## src/rtl/wake_delay_pkg.sv

```systemverilog
package wake_delay_pkg;

    typedef enum logic [1:0] {
        ST_LAUNCH = 2'd0,
        ST_CYCLES = 2'd1,
        ST_MICROS = 2'd2,
        ST_READY  = 2'd3
    } wake_state_t;

    typedef enum logic [1:0] {
        CLS_XTAL = 2'd0,
        CLS_RC   = 2'd1,
        CLS_SLOW = 2'd2
    } src_class_t;

    localparam int SRC_W = 3;

    function automatic src_class_t classify_src(input logic [SRC_W-1:0] code);
        src_class_t cls;
        case (code)
            3'd0, 3'd1, 3'd2: cls = CLS_XTAL;
            3'd3:             cls = CLS_RC;
            default:          cls = CLS_SLOW;
        endcase
        return cls;
    endfunction

endpackage

```

## src/rtl/wake_span_counter.sv

```systemverilog
module wake_span_counter #(
    parameter int WIDTH = 11
) (
    input  logic             clk,
    input  logic             rst_n,
    input  logic             clr,
    input  logic             en,
    input  logic [WIDTH-1:0] limit,
    output logic             at_last
);

    logic [WIDTH-1:0] cnt_q;
    logic [WIDTH-1:0] last_val;

    assign last_val = limit - WIDTH'(1);
    assign at_last  = en && (cnt_q == last_val);

    always_ff @(posedge clk or negedge rst_n) begin
        if (!rst_n) begin
            cnt_q <= '0;
        end else if (clr) begin
            cnt_q <= '0;
        end else if (en) begin
            if (cnt_q == last_val) begin
                cnt_q <= '0;
            end else begin
                cnt_q <= cnt_q + WIDTH'(1);
            end
        end
    end

    // a counting phase never runs past its limit
    p_no_overflow_r2: assert property (@(posedge clk) disable iff (!rst_n)
        en |-> (cnt_q < limit));

    // a clear always returns the span to its first count
    p_clear_restarts_r6: assert property (@(posedge clk) disable iff (!rst_n)
        clr |=> (cnt_q == '0));

endmodule

```

## src/rtl/wake_seq_fsm.sv

```systemverilog
module wake_seq_fsm
    import wake_delay_pkg::*;
(
    input  logic             clk,
    input  logic             rst_n,
    input  logic             start,
    input  logic [SRC_W-1:0] src_sel,
    input  logic             cyc_last,
    input  logic             tick_last,
    output logic             cyc_run,
    output logic             tick_run,
    output src_class_t       src_class,
    output logic             ready
);

    wake_state_t state_q, state_d;
    src_class_t  cls_q;
    src_class_t  cls_now;
    logic        ready_q;

    assign cls_now = classify_src(src_sel);

    // next-state logic
    always_comb begin
        state_d = state_q;
        unique case (state_q)
            ST_LAUNCH: begin
                if (cls_now == CLS_RC) begin
                    state_d = ST_MICROS;
                end else begin
                    state_d = ST_CYCLES;
                end
            end
            ST_CYCLES: begin
                if (cyc_last) begin
                    state_d = (cls_q == CLS_XTAL) ? ST_MICROS : ST_READY;
                end
            end
            ST_MICROS: begin
                if (tick_last) begin
                    state_d = ST_READY;
                end
            end
            ST_READY: begin
                state_d = ST_READY;
            end
        endcase
        if (start) begin
            state_d = ST_LAUNCH;
        end
    end

    // state register
    always_ff @(posedge clk or negedge rst_n) begin
        if (!rst_n) begin
            state_q <= ST_LAUNCH;
            cls_q   <= CLS_SLOW;
        end else begin
            state_q <= state_d;
            if (state_q == ST_LAUNCH) begin
                cls_q <= cls_now;
            end
        end
    end

    // registered outputs
    always_ff @(posedge clk or negedge rst_n) begin
        if (!rst_n) begin
            ready_q <= 1'b0;
        end else begin
            ready_q <= (state_d == ST_READY);
        end
    end

    assign ready     = ready_q;
    assign cyc_run   = (state_q == ST_CYCLES) && !start;
    assign tick_run  = (state_q == ST_MICROS) && !start;
    assign src_class = cls_q;

    // a start pulse always pulls ready low at the next edge
    p_start_drops_ready_r7: assert property (@(posedge clk) disable iff (!rst_n)
        start |=> !ready);

    // ready is sticky until a new start pulse
    p_ready_holds_r8: assert property (@(posedge clk) disable iff (!rst_n)
        (ready && !start) |=> ready);

    // ready only rises at the end of a counting phase
    p_rise_from_wait_r2: assert property (@(posedge clk) disable iff (!rst_n)
        $rose(ready) |-> ($past(state_q) == ST_CYCLES || $past(state_q) == ST_MICROS));

    // an RC wait never enters the cycle phase
    p_rc_skips_cycles_r3: assert property (@(posedge clk) disable iff (!rst_n)
        (state_q == ST_CYCLES) |-> (cls_q != CLS_RC));

    // ready is low during a launch cycle
    p_launch_low_r1: assert property (@(posedge clk) disable iff (!rst_n)
        (state_q == ST_LAUNCH) |-> !ready);

endmodule

```

## src/rtl/wake_delay_timer.sv

```systemverilog
module wake_delay_timer
    import wake_delay_pkg::*;
#(
    parameter int XTAL_CYCLES   = 1024,
    parameter int SLOW_CYCLES   = 32,
    parameter int TICK_NS       = 1000,
    parameter int XTAL_EXTRA_NS = 80000,
    parameter int RC_WAIT_NS    = 250000
) (
    input  logic       clk,
    input  logic       rst_n,
    input  logic       us_tick,
    input  logic [2:0] src_sel,
    input  logic       start,
    output logic       clk_ready
);

    localparam int XTAL_TICKS = XTAL_EXTRA_NS / TICK_NS;
    localparam int RC_TICKS   = RC_WAIT_NS / TICK_NS;
    localparam int CYC_MAX    = (XTAL_CYCLES > SLOW_CYCLES) ? XTAL_CYCLES : SLOW_CYCLES;
    localparam int TICK_MAX   = (XTAL_TICKS > RC_TICKS) ? XTAL_TICKS : RC_TICKS;
    localparam int CYC_W      = $clog2(CYC_MAX + 1);
    localparam int TICK_W     = $clog2(TICK_MAX + 1);

    logic              cyc_run, tick_run;
    logic              cyc_last, tick_last;
    src_class_t        src_class;
    logic [CYC_W-1:0]  cyc_limit;
    logic [TICK_W-1:0] tick_limit;

    assign cyc_limit  = (src_class == CLS_XTAL) ? CYC_W'(XTAL_CYCLES) : CYC_W'(SLOW_CYCLES);
    assign tick_limit = (src_class == CLS_RC)   ? TICK_W'(RC_TICKS)   : TICK_W'(XTAL_TICKS);

    wake_seq_fsm u_fsm (
        .clk       (clk),
        .rst_n     (rst_n),
        .start     (start),
        .src_sel   (src_sel),
        .cyc_last  (cyc_last),
        .tick_last (tick_last),
        .cyc_run   (cyc_run),
        .tick_run  (tick_run),
        .src_class (src_class),
        .ready     (clk_ready)
    );

    wake_span_counter #(.WIDTH(CYC_W)) u_cycles (
        .clk     (clk),
        .rst_n   (rst_n),
        .clr     (!cyc_run),
        .en      (cyc_run),
        .limit   (cyc_limit),
        .at_last (cyc_last)
    );

    wake_span_counter #(.WIDTH(TICK_W)) u_ticks (
        .clk     (clk),
        .rst_n   (rst_n),
        .clr     (!tick_run),
        .en      (tick_run && us_tick),
        .limit   (tick_limit),
        .at_last (tick_last)
    );

endmodule

```

## config.mk

```make
export PLATFORM = sky130hd
export DESIGN_NAME = wake_delay_timer
export DESIGN_NICKNAME = d
export VERILOG_FILES = /design/src/rtl/wake_delay_pkg.sv /design/src/rtl/wake_span_counter.sv /design/src/rtl/wake_seq_fsm.sv /design/src/rtl/wake_delay_timer.sv
export SDC_FILE = /design/constraint.sdc
export NUM_CORES = 1
export LEC_CHECK = 0
export ABC_AREA = 1
export BUFFER_PORTS_ARGS = -buffer_cell sky130_fd_sc_hd__buf_4
export CAP_MARGIN = 10
export CORE_UTILIZATION = 60
export DETAILED_ROUTE_END_ITERATION = 16
export PLACE_DENSITY = 0.82
export RECOVER_POWER = 25
export SETUP_SLACK_MARGIN = 0.05
export SLEW_MARGIN = 20
export SYNTH_ARGS = -nofsm -noshare
export SYNTH_HDL_FRONTEND = slang
export SYNTH_HIERARCHICAL = 1
export SYNTH_SLANG_ARGS = --single-unit
```

## constraint.sdc

```tcl
create_clock -name clk -period 2.8 [get_ports clk]
set_input_delay 0.28 -clock clk [delete_from_list [all_inputs] [get_ports clk]]
set_output_delay 0.28 -clock clk [all_outputs]
set_load 0.01 [all_outputs]
```

-- After elaboration in Yosys (flattened, before gate mapping)
Index checks and enable logic that the tools add are counted.
- register bits: 24
- logic and storage cells: 45
- input port bits: 7
- output and inout port bits: 1
- equality and inequality tests: 12
- $add $sub $neg: 4
- multiplexer cells: 14
- reduce and logical (&&, ||, !) cells: 10
- operators by type and width (kind ; count):
    $mux W11 ; 3
    $mux W8 ; 4
    $add A11 B1 Y11 const B ; 1
    $eq A11 B11 Y1 ; 1
    $sub A11 B1 Y11 const B ; 1
    $add A8 B1 Y8 const B ; 1
    $eq A8 B8 Y1 ; 1
    $mux W2 ; 4
    $pmux W2 S4 ; 1
    $sub A8 B1 Y8 const B ; 1
    $eq A2 B1 Y1 const B ; 3
    $eq A2 B2 Y1 const B ; 3
    $eq A3 B2 Y1 const B ; 2
    $logic_and A1 B1 Y1 ; 5
    $logic_not A2 Y1 ; 2
    $pmux W2 S2 ; 1
    $eq A3 B1 Y1 const B ; 1
    $logic_not A3 Y1 ; 1
    $reduce_or A3 Y1 ; 1
    $ne A2 B1 Y1 const B ; 1
    $logic_not A1 Y1 ; 1
    $mux W1 ; 1

-- Logic depth before layout (Yosys ltp)
- word-level depth: 9
- gate-level depth with buffers: 20
- depth with buffers taken out: 19

-- By module
Netlist, hierarchy kept.
- by module, submodules not included (module ; area an instance (sq um) ; cells each ; times used ; sequential area each (sq um)):
    wake_span_counter (u_cycles) ; 1091.0 ; 184 ; 1 ; 275.3
    wake_span_counter (u_ticks) ; 792.0 ; 133 ; 1 ; 200.2
    wake_seq_fsm ; 242.7 ; 29 ; 1 ; 126.4
    wake_delay_timer ; 43.8 ; 11 ; 1 ; 0.0

-- Worst setup path after synthesis
No wires, ideal clock.
- kind: register -> register
- start: reg u_fsm.cls_q[0] (netlist: u_fsm/src_class[0])
- end: reg u_fsm.state_q[0]
- arrival: 1.972 ns
- period minus slack after synthesis: 2.045 ns
- stages on the path, launching flop included: 17
- buffers on the path: 0
- setup time: 0.073 ns
- path slack: 0.755 ns
- data required time: 2.727 ns
- cell sequence: dfrtp_1 inv_1 nor2_2 inv_1 ha_1 nor2_1 nor2_1 nand2_1 nor2_1 nand3_1 nor2_2 nand3_4 nor2_2 nand2_1 nand2_1 nand2_1 a21oi_2
- word-level cells in the longest chain between the ends: 8
- elaborated cells on any way between the ends: 15
- those cells by class: add/sub (2); eq/ne (3); mux (7); reduce/logical (3)
- ends and longest elaborated chain (item ; line ; RTL):
    from (decl) ; wake_seq_fsm.sv:17 ; src_class_t cls_q;
    from (signal assigned) ; wake_seq_fsm.sv:61 ; cls_q <= cls_now;
    $eq A2 B1 Y1 ; wake_delay_timer.sv:32 ; assign tick_limit = (src_class == CLS_RC) ? TICK_W'(RC_TICKS) : TICK_W'(XTAL_TICKS);
    $mux W8 ; wake_delay_timer.sv:32 ;
    net tick_limit[1] ; wake_delay_timer.sv:29 ; logic [TICK_W-1:0] tick_limit;
    $sub A8 B1 Y8 ; wake_span_counter.sv:15 ; assign last_val = limit - WIDTH'(1);
    $eq A8 B8 Y1 ; wake_span_counter.sv:16 ; assign at_last = en && (cnt_q == last_val);
    $logic_and A1 B1 Y1 ; wake_span_counter.sv:16 ;
    net tick_last ; wake_delay_timer.sv:26 ; logic cyc_last, tick_last;
    $mux W2 ; wake_seq_fsm.sv:40 ; if (tick_last) begin
    $pmux W2 S4 ; wake_seq_fsm.sv:26 ; unique case (state_q)
    $mux W2 ; wake_seq_fsm.sv:48 ; if (start) begin
    net u_fsm.state_d[0] ; wake_seq_fsm.sv:16 ; wake_state_t state_q, state_d;
    to (signal assigned) ; wake_seq_fsm.sv:59 ; state_q <= state_d;
    to (decl) ; wake_seq_fsm.sv:16 ;
The timed path passes the listed nets, and every way through them passes these cells.
A chain may end at the register's enable or synchronous reset.

-- Final worst setup path
Same ends and word-level chain as after synthesis.

==> results_dict.tcl <==
set metrics [dict create \
    num_vias 2097 \
    sw_frac_of_total 0.337 \
    fin_nets 416 \
    dieArea_um2 3860 \
    cts.htree.levels 1 \
    routed_wl_um 4390 \
    max_freq_mhz 437 \
    ys_seq_area_frac 0.277 \
    grt_pass1_wl_um 8380 \
    clockBufferDepth 2 \
    finalCritPeriodShare 0.817 \
    ant_nets 0 \
    hold_viol_final 0 \
    fin_setup_tns_ns 0 \
    die_x_um 62.1 \
    synthCells 357 \
    yosys_warnings 6 \
    hold_buffers 1 \
    path_max_fanout 10 \
    drive_gt1_frac 0.0842 \
    report.final.slew_viol_count 0 \
    yosysTopAreaCell "dfrtp_1" \
    power_frac_seq 0.481 \
    crit_arrival_ns 2.55 \
    nFillCells 325 \
    drv_cap 0 \
    cts_tree "yes" \
    synthFlopType "dfrtp_1" \
    cp.required_ns 3.07 \
    start_util 0.640 \
    worst_pin_slew_ns 1.29 \
    gr-total-overflow 0 \
    yosysTopAreaCellShare 0.265 \
    clk_latency_ns 0.32 \
    cts_root_buf "clkbuf_4" \
    io_buffers 7 \
    outcome "completed" \
    syn2layout_area_growth_pct 12.5 \
    skew_ns 0.0133 \
    critPathKind "reg -> reg" \
    post-dp-hpwl_um 3470 \
    syn_area_um2 2170 \
    postCtsResizedCells 0 \
    fp.coreArea_um2 3390 \
    ys_top_cells_by_area "dfrtp_1, nand2_1, nor2_1" \
    async_flop_share 1.00 \
    antenna_found_initial 0 \
    p_leak_uw 0.00126 \
    diodes 0 \
    grt_max_degree 25 \
    ioPinCount 8 \
    synth_edf_count 0 \
    dp_cells 445 \
    cts_sinks 24 \
    drtIter0Drc 59 \
    rows 21 \
    wl_per_cell_um 9.76 \
    viasPerCell 4.66 \
    synth_cell_types 33 \
    die_height_um 62.1 \
    place.gp.congestion 0.812 \
    design_area_um2 2440 \
    p_int_uw 518 \
    clockPowerShare 0.237 \
    grt_pass1_vias 2053 \
    grt_setup_unrepaired "false" \
    dr.pass1.iters 4 \
    post_cts_buffers 0 \
    p_per_area_nw_per_um2 320 \
    synth.avg_cell_area_um2 6.08 \
    final.min_clock_period_ns 2.29 \
    fin_cells 450 \
    dpl-instance-area_um2 2400 \
    finalCoreUtilization 0.720 \
    power_frac_comb 0.282 \
    setup_viol 0 \
    track_usage 0.265 \
    hold_path.class "in -> reg" \
    drc_errors 0 \
    cts_buffers 3 \
    crit_path_end_kind "register" \
    path_clk_slew_ns 0.14 \
    max_slew_margin 0.137 \
    peakVddDrop_mv 0.317 \
    ys_ff_latch 24 \
    cp-start-kind "register" \
    p_sw_uw 263 \
]
metal layers:
metal  up-vias  share of wire  track usage
met5         -              0            0
met4         0         0.0061       0.0523
met3         4          0.013       0.0221
met2        12           0.46        0.482
met1       942           0.52        0.342
li1       1139              -            -
registers in the layout (all words and copies together) (netlist names):
register,cells
u_cycles/cnt_q,11
u_fsm/ready,1
u_fsm/src_class,2
u_fsm/state_q,2
u_ticks/cnt_q,8
stage by stage:
step	total power (uW)	worst slack, ns	hold WS [ns]
2_1_floorplan	552	0.755	-0.0156
3_5_place_dp	597	0.533	0.195
5_1_grt	841	0.190	0.0908
4_1_cts	782	0.499	0.110
3_3_place_gp	591	0.596	0.194
6_report	781	0.512	0.112
logic make-up (layout without fill, tap and decap cells):
group           count (synthesis)  in the layout  share of synthesized area
compound gates                 17             17                     0.0433
flops                          24             24                      0.277
buf+inv                        56             62                      0.103
fa+ha+maj                       4              4                     0.0231
xor+xnor                       15             15                     0.0704
simple gates                  239            239                      0.479
other cells                     2             43                    0.00346
power groups by stage:
| stage | registers, uW | logic [uW] | clock network, uW |
|---|---|---|---|
| global placement | 381 | 210 | 0 |
| global route | 379 | 257 | 205 |
| floorplan | 380 | 173 | 0 |
| detailed placement | 382 | 215 | 0 |
| CTS | 375 | 217 | 190 |
| finish | 376 | 220 | 185 |
synthesized netlist by cell type, types with 2 or more instances:
cell and n:
a21oi_1 9, clkbuf_1 2, conb_1 2, dfrtp_1 23, ha_1 4, inv_1 49, nand2_1 131, nand2_2 3
nand3_1 24, nand3_2 3, nand4_1 2, nor2_1 52, nor2_2 10, nor3_1 5, nor3b_1 4, o21ai_0 5
or2_2 2, xnor2_1 6, xor2_1 7
critical path, stage by stage (launching register included):
cell and delay (ns):
dfrtp_1 0.41, inv_1 0.07, nor2_2 0.32, inv_1 0.08, ha_1 0.30, nor2_1 0.04
nor2_1 0.10, nand2_1 0.06, nor2_1 0.09, nand3_1 0.09, nor2_2 0.13, nand3_4 0.13
nor2_2 0.10, nand2_1 0.05, nand2_1 0.06, nand2_1 0.07, a21oi_2 0.11
final timing paths:
check | from | endpoint | slack, ns | cells after the start
worst min-delay path | start | u_fsm/state_q[0] | 0.11 | 2
worst max-delay path | u_fsm/src_class[0] | u_fsm/state_q[0] | 0.51 | 16
worst max register to register | u_fsm/src_class[0] | u_fsm/state_q[0] | 0.51 | 16
max in group asynchronous | rst_n | u_cycles/cnt_q[5] | 1.27 | 2
min in group asynchronous | rst_n | u_fsm/src_class[0] | 0.76 | 2
worst min register to register | u_cycles/cnt_q[7] | u_cycles/cnt_q[7] | 0.55 | 2
cell usage in the layout (no fill, tap or decap), types with 6 or more instances in the layout:
master	n
a21oi_1	9
buf_4	6
conb_1	43
dfrtp_1	23
inv_1	49
nand2_1	131
nand3_1	24
nor2_1	52
nor2_2	10
xnor2_1	6
xor2_1	7
layout make-up:
| cell class | instances | area [um2] | share of cell area |
|---|---|---|---|
| Multi-Input combinational cell | 318 | 1500 | 0.614 |
| Timing Repair Buffer | 8 | 58.8 | 0.0241 |
| Inverter | 50 | 188 | 0.0769 |
| Clock buffer | 4 | 36.3 | 0.0149 |
| Tap cell | 46 | 57.6 | 0.0236 |
| Sequential cell | 24 | 602 | 0.247 |
(Power assumes the default switching activity.)
